<file path="src/rtl/gpio_padctl_pkg.sv">
package gpio_padctl_pkg;

  typedef enum logic [1:0] {
    EV_LEVEL = 2'd0,
    EV_RISE  = 2'd1,
    EV_HOLD0 = 2'd2,
    EV_RSVD  = 2'd3
  } ev_mode_e;

  typedef struct packed {
    logic       force1;
    ev_mode_e   mode;
    logic       inv;
    logic [3:0] func;
    logic       rx_off;
    logic       tx_off;
    logic       tx;
  } pad_cfg_t;

  localparam pad_cfg_t CFG_RST = '{force1: 1'b0, mode: EV_LEVEL, inv: 1'b0,
                                   func: 4'd0, rx_off: 1'b0, tx_off: 1'b1, tx: 1'b0};

  localparam logic [3:0] PULL_DN_CODE = 4'd4;
  localparam logic [3:0] PULL_UP_CODE = 4'd12;

  function automatic pad_cfg_t cfg_from_word(input logic [31:0] w);
    pad_cfg_t c;
    c.tx     = w[0];
    c.tx_off = w[8];
    c.rx_off = w[9];
    c.func   = w[13:10];
    c.inv    = w[23];
    c.mode   = ev_mode_e'(w[26:25]);
    c.force1 = w[28];
    return c;
  endfunction

  function automatic logic [31:0] cfg_to_word(input pad_cfg_t c, input logic rxv);
    return {3'b0, c.force1, 1'b0, c.mode, 1'b0, c.inv, 9'b0, c.func,
            c.rx_off, c.tx_off, 6'b0, rxv, (c.tx_off ? rxv : c.tx)};
  endfunction

endpackage

</file>
<file path="src/rtl/gpio_pad_sync.sv">
module gpio_pad_sync #(
  parameter int WIDTH = 32
) (
  input  logic             clk,
  input  logic             rst_n,
  input  logic [WIDTH-1:0] din,
  output logic [WIDTH-1:0] dout
);
  logic [WIDTH-1:0] stage1;

  always_ff @(posedge clk or negedge rst_n) begin
    if (!rst_n) begin
      stage1 <= '0;
      dout   <= '0;
    end else begin
      stage1 <= din;
      dout   <= stage1;
    end
  end
endmodule

</file>
<file path="src/rtl/gpio_pad_event.sv">
module gpio_pad_event
  import gpio_padctl_pkg::*;
(
  input  logic     clk,
  input  logic     rst_n,
  input  logic     rxv,
  input  pad_cfg_t cfg,
  input  logic     clr,
  output logic     sts
);
  logic ev_in, ev_prev, set_evt;

  always_comb begin
    ev_in = 1'b0;
    if ((cfg.mode == EV_LEVEL || cfg.mode == EV_RISE) && cfg.func == 4'd0)
      ev_in = rxv ^ cfg.inv;
    case (cfg.mode)
      EV_LEVEL: set_evt = ev_in;
      EV_RISE:  set_evt = ev_in & ~ev_prev;
      default:  set_evt = 1'b0;
    endcase
  end

  always_ff @(posedge clk or negedge rst_n) begin
    if (!rst_n) begin
      ev_prev <= 1'b0;
      sts     <= 1'b0;
    end else begin
      ev_prev <= ev_in;
      sts     <= (sts & ~clr) | set_evt;
    end
  end

  assert_clear_takes_R7: assert property (@(posedge clk) disable iff (!rst_n)
    (clr && !set_evt) |=> !sts);
  assert_set_wins_R7: assert property (@(posedge clk) disable iff (!rst_n)
    set_evt |=> sts);
  assert_hold_quiet_R5: assert property (@(posedge clk) disable iff (!rst_n)
    (cfg.mode inside {EV_HOLD0, EV_RSVD} && !sts) |=> !sts);
endmodule

</file>
<file path="src/rtl/gpio_padctl.sv">
module gpio_padctl
  import gpio_padctl_pkg::*;
#(
  parameter int          NUM_PADS = 32,
  parameter int          ADDR_W   = 12,
  parameter logic [11:0] PAD_BASE = 12'h400
) (
  input  logic                clk,
  input  logic                rst_n,
  input  logic                bus_req,
  input  logic                bus_we,
  input  logic [ADDR_W-1:0]   bus_addr,
  input  logic [31:0]         bus_wdata,
  output logic                rsp_valid,
  output logic [31:0]         rsp_rdata,
  input  logic [NUM_PADS-1:0] pad_in,
  output logic [NUM_PADS-1:0] pad_out,
  output logic [NUM_PADS-1:0] pad_oe,
  output logic [NUM_PADS-1:0] pull_up,
  output logic [NUM_PADS-1:0] pull_dn,
  output logic                irq
);
  localparam int OWN_WORDS = (2 * NUM_PADS + 31) / 32;
  localparam logic [ADDR_W-1:0] A_OWN = ADDR_W'(12'h020);
  localparam logic [ADDR_W-1:0] A_HSW = ADDR_W'(12'h080);
  localparam logic [ADDR_W-1:0] A_STS = ADDR_W'(12'h100);
  localparam logic [ADDR_W-1:0] A_EN  = ADDR_W'(12'h110);

  logic wr, rd;
  assign wr = bus_req & bus_we;
  assign rd = bus_req & ~bus_we;

  pad_cfg_t            cfg  [NUM_PADS];
  logic [3:0]          pull [NUM_PADS];
  logic [31:0]         own  [OWN_WORDS];
  logic [NUM_PADS-1:0] hsw, en, sts, clr, sync_in, rxv;

  gpio_pad_sync #(.WIDTH(NUM_PADS)) u_sync (
    .clk(clk), .rst_n(rst_n), .din(pad_in), .dout(sync_in)
  );

  assign clr = (wr && bus_addr == A_STS) ? bus_wdata[NUM_PADS-1:0] : '0;

  for (genvar p = 0; p < NUM_PADS; p++) begin : g_pad
    localparam logic [ADDR_W-1:0] A_CFG0 = ADDR_W'(PAD_BASE + 12'(8 * p));
    localparam logic [ADDR_W-1:0] A_CFG1 = ADDR_W'(PAD_BASE + 12'(8 * p + 4));

    always_ff @(posedge clk or negedge rst_n) begin
      if (!rst_n) begin
        cfg[p]  <= CFG_RST;
        pull[p] <= 4'd0;
      end else if (wr) begin
        if (bus_addr == A_CFG0) cfg[p]  <= cfg_from_word(bus_wdata);
        if (bus_addr == A_CFG1) pull[p] <= bus_wdata[13:10];
      end
    end

    assign rxv[p]     = cfg[p].rx_off ? 1'b0 : (cfg[p].force1 | sync_in[p]);
    assign pad_out[p] = cfg[p].tx;
    assign pad_oe[p]  = ~cfg[p].tx_off & (cfg[p].func == 4'd0);
    assign pull_up[p] = (pull[p] == PULL_UP_CODE);
    assign pull_dn[p] = (pull[p] == PULL_DN_CODE);

    gpio_pad_event u_event (
      .clk(clk), .rst_n(rst_n), .rxv(rxv[p]), .cfg(cfg[p]),
      .clr(clr[p]), .sts(sts[p])
    );
  end

  for (genvar w = 0; w < OWN_WORDS; w++) begin : g_own
    always_ff @(posedge clk or negedge rst_n) begin
      if (!rst_n)                                          own[w] <= '0;
      else if (wr && bus_addr == A_OWN + ADDR_W'(4 * w))   own[w] <= bus_wdata;
    end
  end

  always_ff @(posedge clk or negedge rst_n) begin
    if (!rst_n) begin
      hsw <= '0;
      en  <= '0;
      irq <= 1'b0;
    end else begin
      if (wr && bus_addr == A_HSW) hsw <= bus_wdata[NUM_PADS-1:0];
      if (wr && bus_addr == A_EN)  en  <= bus_wdata[NUM_PADS-1:0];
      irq <= |(sts & en & hsw);
    end
  end

  logic [31:0] rd_mux;
  always_comb begin
    rd_mux = '0;
    if (bus_addr == A_HSW) rd_mux = 32'(hsw);
    if (bus_addr == A_EN)  rd_mux = 32'(en);
    if (bus_addr == A_STS) rd_mux = 32'(sts);
    for (int w = 0; w < OWN_WORDS; w++)
      if (bus_addr == A_OWN + ADDR_W'(4 * w)) rd_mux = own[w];
    for (int p = 0; p < NUM_PADS; p++) begin
      if (bus_addr == ADDR_W'(PAD_BASE + 12'(8 * p)))
        rd_mux = cfg_to_word(cfg[p], rxv[p]);
      if (bus_addr == ADDR_W'(PAD_BASE + 12'(8 * p + 4)))
        rd_mux = {18'b0, pull[p], 10'b0};
    end
  end

  always_ff @(posedge clk or negedge rst_n) begin
    if (!rst_n) begin
      rsp_valid <= 1'b0;
      rsp_rdata <= '0;
    end else begin
      rsp_valid <= rd;
      if (rd) rsp_rdata <= rd_mux;
    end
  end

  assert_rsp_follows_R2: assert property (@(posedge clk) disable iff (!rst_n)
    rd |=> rsp_valid);
  assert_rsp_only_read_R2: assert property (@(posedge clk) disable iff (!rst_n)
    !rd |=> !rsp_valid);
  assert_irq_rise_R8: assert property (@(posedge clk) disable iff (!rst_n)
    (|(sts & en & hsw)) |=> irq);
  assert_irq_quiet_R8: assert property (@(posedge clk) disable iff (!rst_n)
    !(|(sts & en & hsw)) |=> !irq);
endmodule

</file>
<file path="config.mk">
export PLATFORM = sky130hd
export DESIGN_NAME = gpio_padctl
export DESIGN_NICKNAME = d
export VERILOG_FILES = /design/src/rtl/gpio_padctl_pkg.sv /design/src/rtl/gpio_pad_sync.sv /design/src/rtl/gpio_pad_event.sv /design/src/rtl/gpio_padctl.sv
export SDC_FILE = /design/constraint.sdc
export NUM_CORES = 1
export LEC_CHECK = 0
export BUFFER_PORTS_ARGS = -buffer_cell sky130_fd_sc_hd__buf_2
export CAP_MARGIN = 20
export CORE_ASPECT_RATIO = 0.75
export CORE_MARGIN = 2
export CORE_UTILIZATION = 50
export CTS_CLUSTER_DIAMETER = 200
export DETAILED_ROUTE_END_ITERATION = 12
export GPL_TIMING_DRIVEN = 0
export PLACE_DENSITY = 0.68
export SKIP_LAST_GASP = 1
export SLEW_MARGIN = 20
export SYNTH_ARGS = -nofsm -noshare
export SYNTH_HDL_FRONTEND = slang
export SYNTH_SLANG_ARGS = --single-unit
export TNS_END_PERCENT = 5
</file>
<file path="constraint.sdc">
create_clock -name clk -period 2.9 [get_ports clk]
set_input_delay 0.58 -clock clk [delete_from_list [all_inputs] [get_ports clk]]
set_output_delay 0.58 -clock clk [all_outputs]
set_load 0.02 [all_outputs]
</file>
Word-level counts from Yosys, hierarchy flattened. Cells that the tools add are included.

Word-level logic and storage cells: 1183. Input bits: 80. Output and inout port bits: 162. Flip-flop bits (word level): 770.

Equality and inequality tests: 165. Reduce and logical (&&, ||, !) cells: 198. Mux-type cells: 198. Bitwise logic cells: 293.

Operators by type and width (count): 32-bit two-way mux (70); 12-bit by 11-bit equality test with 1-bit output (second input constant) (64); 4-bit by 3-bit equality test with 1-bit output (second input constant) (32); 4-bit equality test (second input constant) (32); 4-bit logical NOT (32); 2-bit AND reduction (64); 1-bit bitwise AND (98); 1-bit NOT (97); 1-bit two-way mux (96); 32-bit bitwise AND (2); 2-bit by 1-bit equality test with 1-bit output (second input constant) (32); 2-bit logical NOT (32); 1-bit bitwise OR (64); 1-bit case mux with 2 select lines (32); 1-bit logical AND (37); 1-bit logical OR (32); 32-bit OR reduction (1); 1-bit XOR (32); 12-bit by 6-bit equality test with 1-bit output (second input constant) (2); 12-bit by 9-bit equality test with 1-bit output (second input constant) (2); 12-bit by 8-bit equality test with 1-bit output (second input constant) (1).

Depth between registers and ports, before layout. Gate-level depths: netlist (run 1).

Depth after elaboration: 70. Depth in mapped cells: 12. Gate-level depth less buffers: 8.

By module. A second synthesis (run 1) with hierarchy kept.

Cells, all modules: 3253. Area total of the unflattened synthesis: 38165.4 um2.

Modules (own cells, without submodules): gpio_padctl (cells an instance 2901, instances 1, area each 33040.4 um2, seq. area each 16105.4 um2); gpio_pad_event (cells an instance 9, instances 32, area each 110.1 um2, seq. area each 50.0 um2); gpio_pad_sync (cells an instance 64, instances 1, area each 1601.5 um2, seq. area each 1601.5 um2).

Least setup slack after synthesis (run 1). No wires, ideal clock.

Kind: input port to flip-flop. From: input port bus_addr[2]. To: register rsp_rdata[13]. Data required time: 2.823 ns. Data arrival time: 2.776 ns. Library setup time: 0.077 ns. Stages: 11. Slack: 0.046 ns. Path buffers: 4. Cells stage by stage: buf_2 -> or4_1 -> clkbuf_1 -> buf_4 -> buf_6 -> nor3_2 -> a222oi_1 -> o211a_1 -> o211ai_1 -> o211ai_1 -> a21oi_1.

Cells in the longest elaborated chain, start to end: 70. Elaborated cells on any way between the ends: 138. Classes of those cells: 69 x eq/ne; 69 x mux.

RTL lines: start, declared (RTL line gpio_padctl.sv:12) `input logic [ADDR_W-1:0] bus_addr,`; 12-bit by 8-bit equality test with 1-bit output (RTL line gpio_padctl.sv:92) `if (bus_addr == A_HSW) rd_mux = 32'(hsw);`; 32-bit two-way mux (RTL line gpio_padctl.sv:92); 32-bit two-way mux (RTL line gpio_padctl.sv:93) `if (bus_addr == A_EN) rd_mux = 32'(en);`; 32-bit two-way mux (RTL line gpio_padctl.sv:94) `if (bus_addr == A_STS) rd_mux = 32'(sts);`; 32-bit two-way mux (2 in series) (RTL line gpio_padctl.sv:96) `if (bus_addr == A_OWN + ADDR_W'(4 * w)) rd_mux = own[w];`; 32-bit two-way mux (RTL line gpio_padctl.sv:98) `if (bus_addr == ADDR_W'(PAD_BASE + 12'(8 * p)))`; 32-bit two-way mux (RTL line gpio_padctl.sv:100) `if (bus_addr == ADDR_W'(PAD_BASE + 12'(8 * p + 4)))`; 32-bit two-way mux (RTL line gpio_padctl.sv:98); [53 not listed]; 32-bit two-way mux (RTL line gpio_padctl.sv:98); 32-bit two-way mux (RTL line gpio_padctl.sv:100); 32-bit two-way mux (RTL line gpio_padctl.sv:98); 32-bit two-way mux (RTL line gpio_padctl.sv:100); 32-bit two-way mux (RTL line gpio_padctl.sv:98); 32-bit two-way mux (RTL line gpio_padctl.sv:100); 32-bit two-way mux (RTL line gpio_padctl.sv:98); 32-bit two-way mux (*) (RTL line gpio_padctl.sv:100); end signal, assigned (RTL line gpio_padctl.sv:111) `if (rd) rsp_rdata <= rd_mux;`; end, declared (RTL line gpio_padctl.sv:15) `output logic [31:0] rsp_rdata,`.

Mark *: on every way between the ends. The rest lies on a longest branch, timed or not. A chain may end at the register's enable or synchronous reset.

Worst setup path in the final report (run 1).
From: input port bus_addr[8]. To: register rsp_rdata[13].

Same word-level chain as after synthesis.

==> metrics.txt, run 1 <==
status=complete, but fails checks; violated checks=setup timing; Peak Freq=0.315 GHz; Tmin final=3.18 ns; Iter 0 DRT Violations=around 5000; grt total ovfl=0; power per standard cell area=about 510 nW/um^2; number of synthesized flops with an enable pin=0; Max Slew Vio Count=0; FILL cells=approximately 6100; die width=about 320 um; Post-synth ARST share=1.00; Sw Ratio=0.249; Mean Syn Cell Area=11.9 sq um; Sw Pwr=~5.7 mW; clock tree buffer depth=3; post-synth top area share=0.502; Slew HR=0.189; setup ws final=-0.278 ns; gr usage total=0.434; Die Ht=239 um; Seq cells post-synth=770; largest net degree at the start of global routing=100; Layout Skew=0.0412 ns; final setup vio count=115; top_reg_cell synth=dfrtp_1; Max-cap violations=0; crit share post-route=1.10; WS Path Type=input port to flip-flop; commonest non-fill, non-tap cell in the layout=dfrtp_1; CP Capture Type=flip-flop; clock share of power=0.465; htree depth=3; Slew @ Worst Pin=approximately 1.2 ns; Final Hold Viols=0; Total Routed Length=~170000 um; P_int=between 15 and 20 mW; Hold WS=0.0142 ns; peak fanout along the critical path=10; area occupied by multi-input gates=~17000 sq um; CTS Root Cell=clkbuf_16; sequential area share after synthesis=0.524; number of global-route vias before repair=29400; post-synth top area cell=dfrtp_1; DIE AREA=75800 sq um; Sequential Power Share=0.479; Mapped Area=approximately 37000 sq um; CP required=3.48 ns; global-route wire length before repair=about 230000 um; synth warn=0; Final Util=0.610; Mapped Cells=around 3100; GP Congestion=1.04; P_leak=21.4 nW; num ports=242; RSZ-0062 raised after global routing=yes; core footprint=73200 sq um; maximum vdd drop=around 0.42 mV; CTS Buf Count=78; drt drc=0; Logic pwr share=0.056; FF+latch area=approximately 19000 sq um; Initial Util=0.503; CTS tree=done; most frequent cells in the layout=dfrtp_1, mux2_2, buf_2; routed len/inst=36.5 um; drt first pass iters=9; final antenna-violating net count=0; Startpoint Class=input port; Syn Nets=3185; antenna violations before repair=11; Area Growth Syn to Fin=21.3%; Post-DP HPWL=125000 um; Layout Nets=3614; clk slew on worst S/H paths=0.06 ns; top cells by area, synth=dfrtp_1, mux2_2, dfstp_2, nand2_1, a22oi_1; arrival time worst endpoint=about 3.8 ns; pre-CTS setup slack=-2.18 ns; share of layout cells above drive strength 1=0.397; clock sinks=770; DR vias=between 30000 and 40000; I/O Buffers=229; number of vias per cell=between 7 and 8; Skew-Pair Late Insertion Delay=0.69 ns; Hold Path Class=input port to flip-flop; FP Rows=86; Cell variety after synth=80
[per-stage QoR]
| stage | cells | cell area (sq um) | setup TNS [ns] | power [mW] |
|---|---|---|---|---|
| 6_report | 4567 | 44700 | -8.54 | 22.8 |
| 5_1_grt | 4563 | 44700 | -4.46 | 23.3 |
| 4_1_cts | 4519 | 43700 | -4.26 | 22.7 |
| 3_5_place_dp | 4322 | 39600 | -583.50 | 12.2 |
| 3_3_place_gp | 4302 | 39200 | - | 12.2 |
| 2_1_floorplan | 3105 | 36800 | 0 | 11.5 |
[cells in the mapped netlist, drive strengths merged (25+ instances only)]
| library cell | count |
|---|---|
| a21oi | 80 |
| a222oi | 38 |
| a22o | 61 |
| a22oi | 80 |
| a31oi | 25 |
| buf | 115 |
| clkbuf | 130 |
| dfrtp | 738 |
| dfstp | 32 |
| inv | 38 |
| mux2 | 604 |
| mux2i | 35 |
| nand2 | 209 |
| nand3 | 67 |
| nor2 | 159 |
| nor3 | 104 |
| nor4b | 46 |
| nor4bb | 34 |
| o21ai | 54 |
| o21bai | 30 |
| o22ai | 48 |
| or4 | 43 |
| xor2 | 27 |
[path summary, 6_finish.rpt]
path | startpoint | end | slack (ns) | cells past startpoint
setup reg to reg | cfg[318]$_DFFE_PN0P_ | rsp_rdata[0]$_DFFE_PN0P_ | -0.23 | 7
hold / removal | pad_in[20] | u_sync.stage1[20]$_DFF_PN0_ | 0.01 | 1
hold reg to reg | u_sync.stage1[20]$_DFF_PN0_ | u_sync.dout[20]$_DFF_PN0_ | 0.35 | 0
min in group asynchronous | rst_n | cfg[116]$_DFFE_PN0P_ | 0.32 | 2
max in group asynchronous | rst_n | hsw[6]$_DFFE_PN0P_ | 0.86 | 5
setup / recovery | bus_addr[8] | rsp_rdata[13]$_DFFE_PN0P_ | -0.28 | 10
[cells by family after synthesis]
kind of cell	synth area share
AND/OR/NAND/NOR	0.117
flip-flops	0.524
XOR/XNOR	0.00761
multiplexers	0.194
AO/OA/AOI/OAI	0.122
buffers and inverters	0.0352
[repair_timing]
| action | in CTS | in global routing |
|---|---|---|
| resized for setup | 230 | 175 |
| endpoints found under the setup margin | 414 | 212 |
| hold endpoints to repair | 20 | 0 |
| hold buffers | 3 | 0 |
| buffers inserted | 59 | 47 |
| pin swaps | 37 | 38 |
| cloned | 1 | 2 |
[final cells by class]
| cell class | instances | area share |
|---|---|---|
| flip-flops and latches | 770 | 0.432 |
| multi-input cells | 2052 | 0.389 |
| plain buffers | 234 | 0.0336 |
| inverters | 38 | 0.00319 |
| repair buffers | 360 | 0.0557 |
| well taps | 968 | 0.0271 |
| clock buffers | 111 | 0.0510 |
| clock inverters | 30 | 0.00798 |
| diodes | 4 | 0.000224 |
[critical path, cell delays in order]
cell,delay (ns)
buf_12,0.11
nor4b_4,0.41
buf_4,0.27
buf_4,0.30
buf_2,0.45
nand3_1,0.24
o31a_1,0.23
nor3_4,0.35
o211ai_1,0.49
a21oi_1,0.30
[routing by layer]
layer	vias up	global-route usage	wire (um)	share of wire
li1	12600	-	-	-
met4	6	0.155	7610	0.046
met1	16500	0.633	68500	0.41
met5	-	0	78	0.00047
met2	2447	0.557	63900	0.38
met3	472	0.199	26600	0.16
[state kept, by name, indices dropped and copies added (netlist names)]
name and flops:
g_pad.u_event.ev_prev 32, rsp_valid 1, own 64, g_pad.u_event.sts 32, irq 1, hsw 32
cfg 320, rsp_rdata 32, u_sync.stage1 32, u_sync.dout 32, pull 128, pad_out 32
en 32
[power groups by stage]
stage               combinational [mW]  sequential (mW)  clock [mW]
finish                            1.29             10.9        10.6
global route                      1.33             10.9        11.1
CTS                               1.18             10.9        10.6
detailed placement                1.11             11.1           0
global placement                  1.06             11.1           0
floorplan                        0.387             11.1           0
Power figures use the tool's default switching activity.
==> run 2: changes to the inputs <==
Settings changed: SETUP_SLACK_MARGIN from default to 0.4.
==> run 2 against run 1 <==
The flow finishes with violations (hold timing, setup timing). Largest cell class unchanged. Flip-flop and latch count is the same. Cell area grew 3.9%. Critical path type unchanged. Non-clock buffer count grew 85.
==> metrics.txt, run 2 (synthesis results as in run 1) <==
Slowest-stage cell, CP=o211ai_1; arrival time worst endpoint=3.65 ns (-0.11 ns); routed len/inst=36.0 um (-1.4%); Initial Util=0.503 (unchanged); clk slew on worst S/H paths=0.06 ns (about the same); Sw Pwr=5.76 mW (+1.4%); gr usage total=0.437 (+0.00282); crit-path leading delay family=compound AO/OA/AOI/OAI gates; commonest non-fill, non-tap cell in the layout=dfrtp_1; most frequent cells in the layout=dfrtp_1, mux2_2, buf_2; Startpoint Class=input port; Skew-Pair Late Insertion Delay=0.68 ns (about the same); number of hold buffers added after CTS=2 (-1); CP required=3.40 ns (-0.08 ns); CP startpoint=bus_addr[1]; fin cells=4655 (+1.9%); Crit path depth=13 (+3); Post-DP HPWL=122000 um (-2.3%); Top reg by flops=cfg; Final Util=0.634 (+0.0238); Total Routed Length=168000 um (+0.48%); Largest register FFs=320 (unchanged); final setup vio count=12 (-90%); Sequential Power Share=0.466 (-0.013); global-route wire length before repair=232000 um (+1.3%); drt drc=0 (unchanged); FP Rows=86 (unchanged); RSZ-0062 raised after global routing=yes; crit share post-route=1.09 (-0.00826); CTS Root Cell=clkbuf_16; P_leak=22.3 nW (+4.1%); status=complete, but fails checks; FILL cells=5817 (-4.7%); Worst Setup EP=rsp_rdata[13]$_DFFE_PN0P_; pre-CTS setup slack=-2.30 ns (-0.118 ns); clock tree buffer depth=3 (unchanged); CP Capture Type=flip-flop; htree depth=3 (unchanged); Placed Area=39700 sq um (+0.11%); Design Area, Final=46400 sq um (+3.9%); Pwr Total=23.4 mW (+2.6%); Die Ht=239 um (unchanged); maximum vdd drop=0.488 mV (+17%); die width=317 um (unchanged); Sw Ratio=0.246 (-0.00294); share of layout cells above drive strength 1=0.432 (+0.0345); Slew @ Worst Pin=1.22 ns (+0.00475 ns); largest net degree at the start of global routing=98 (-2.0%); clock sinks=770 (unchanged); number of vias per cell=7.08 (+0.96%); Peak Freq=0.317 GHz (+0.76%); biggest regs=cfg: 320 flops, pull: 128 flops, own: 64 flops; DR vias=32900 (+2.9%); core footprint=73200 sq um (unchanged); Final Hold Viols=74 (+74); Layout Skew=0.0356 ns (-0.00558 ns); peak fanout along the critical path=10 (unchanged); R2R setup slack=0.12 ns (+0.35 ns); Hold WS=-0.163 ns (-0.178 ns); Placed Cells=4316 (-0.14%); grt total ovfl=0 (unchanged); critical path's largest stage delay=0.95 ns (+0.46 ns); r2r endpoint=rsp_rdata[1]$_DFFE_PN0P_; Max-cap violations=0 (unchanged); Area Growth Syn to Fin=26.1%; final antenna-violating net count=0 (unchanged); I/O Buffers=229 (unchanged); Max Slew Vio Count=0 (unchanged); DIE AREA=75800 sq um (unchanged); R2R Path Start=u_sync.dout[19]$_DFF_PN0_; Slew HR=0.185 (-0.00317); setup ws final=-0.254 ns (+0.0239 ns); Tmin final=3.15 ns (-0.0239 ns); most used cell along the critical path=buf_4; P_int=17.6 mW (+3.0%); num ports=242 (unchanged); power per standard cell area=504 nW/um^2 (-1.2%); Logic pwr share=0.060 (+0.004); Iter 0 DRT Violations=5354 (+6.9%); WS Path Type=input port to flip-flop; antenna violations before repair=7 (-4); Layout Nets=3699 (+2.4%); CTS tree=done; CP Buf/Inv Count=5 (+1); violated checks=hold timing, setup timing; GP Congestion=1.05 (+0.82%); CTS Buf Count=78 (unchanged); reg2reg path depth=6 (-1); Hold Path Class=input port to asynchronous set/reset pin; CP cell instances=buf_2 > buf_8 > nor4b_4 > buf_4 > buf_4 > buf_4 > nand3_2 > nand2_1 > a21oi_1 > o211a_1 > o211ai_1 > o211ai_1 > a21oi_1; drt first pass iters=7 (-2); clock share of power=0.474 (+0.009); number of global-route vias before repair=30900 (+5.2%)
[run 2: changes by cell type in the layout (fill, tap and decap cells not counted), moves of 10 or more]
cell      change
nor2_1       -11
buf_4        +45
or4_4        +14
buf_6        +12
a21oi_1      -11
clkbuf_8     +12
a21oi_2      +10
or4_1        -14
buf_12       +16
[run 2: worst min path at each step]
stage	depth (start not counted)	end	startpoint	slack (ns)
floorplan	0	cfg[101]$_DFFE_PN0P_	rst_n	0.28
global placement	0	u_sync.dout[29]$_DFF_PN0_	u_sync.stage1[29]$_DFF_PN0_	0.33
detailed placement	0	u_sync.dout[7]$_DFF_PN0_	u_sync.stage1[7]$_DFF_PN0_	0.33
CTS	1	cfg[71]$_DFFE_PN0P_	rst_n	-0.09
global route	1	cfg[71]$_DFFE_PN0P_	rst_n	-0.13
finish	1	pull[29]$_DFFE_PN0P_	rst_n	-0.16
[run 2: worst register-to-register path, cell delays in order (launching register included)]
cell,delay (ns)
dfrtp_1,0.44
o21bai_1,0.52
o32ai_1,0.24
a2111oi_0,0.63
o221ai_1,0.40
nor4_1,0.27
a31oi_1,0.14
[run 2: power by group through the flow]
stage	Clock, mW	Combinational, mW	Sequential (mW)
3_5_place_dp	0	1.11	11.1
2_1_floorplan	0	0.395	11.1
4_1_cts	11.1	1.30	10.9
5_1_grt	11.5	1.44	10.9
3_3_place_gp	0	1.06	11.1
6_report	11.1	1.39	10.9
[run 2: cell type report]
class                      instances  area, sq um  area share
antenna                            4         10.0    0.000216
buffer                           245         1880      0.0405
timing repair buffer             434         3320      0.0715
tap                              968         1210      0.0261
sequential                       770        19300       0.416
multi-input combinational       2052        17800       0.383
inverter                          38          143     0.00307
clock inverter                    33          460     0.00992
clock buffer                     111         2320      0.0500
[run 2: timing repair]
action,in CTS,in global routing
hold endpoints to repair,76,74
setup buffers,152,28
resized for setup,502,44
pin swaps,80,24
endpoints found under the setup margin,708,586
cloned,6,3
[run 2: metrics by stage]
stage,setup TNS [ns],hold slack (ns)
after CTS,0,-0.0865
final,-0.881,-0.163
after global routing,-0.113,-0.128
after floorplan,0,0.284
after detailed placement,-563.76,0.335
after global placement,-,0.333
[run 2: per-layer routing]
| metal | vias to the layer above | part of all wire | routed length, um | GRT usage |
|---|---|---|---|---|
| li1 | 12800 | - | - | - |
| met4 | 10 | 0.051 | 8600 | 0.179 |
| met1 | 16800 | 0.40 | 66700 | 0.609 |
| met5 | - | 0.0017 | 293 | 0.0247 |
| met2 | 2741 | 0.38 | 64500 | 0.566 |
| met3 | 593 | 0.16 | 27500 | 0.219 |
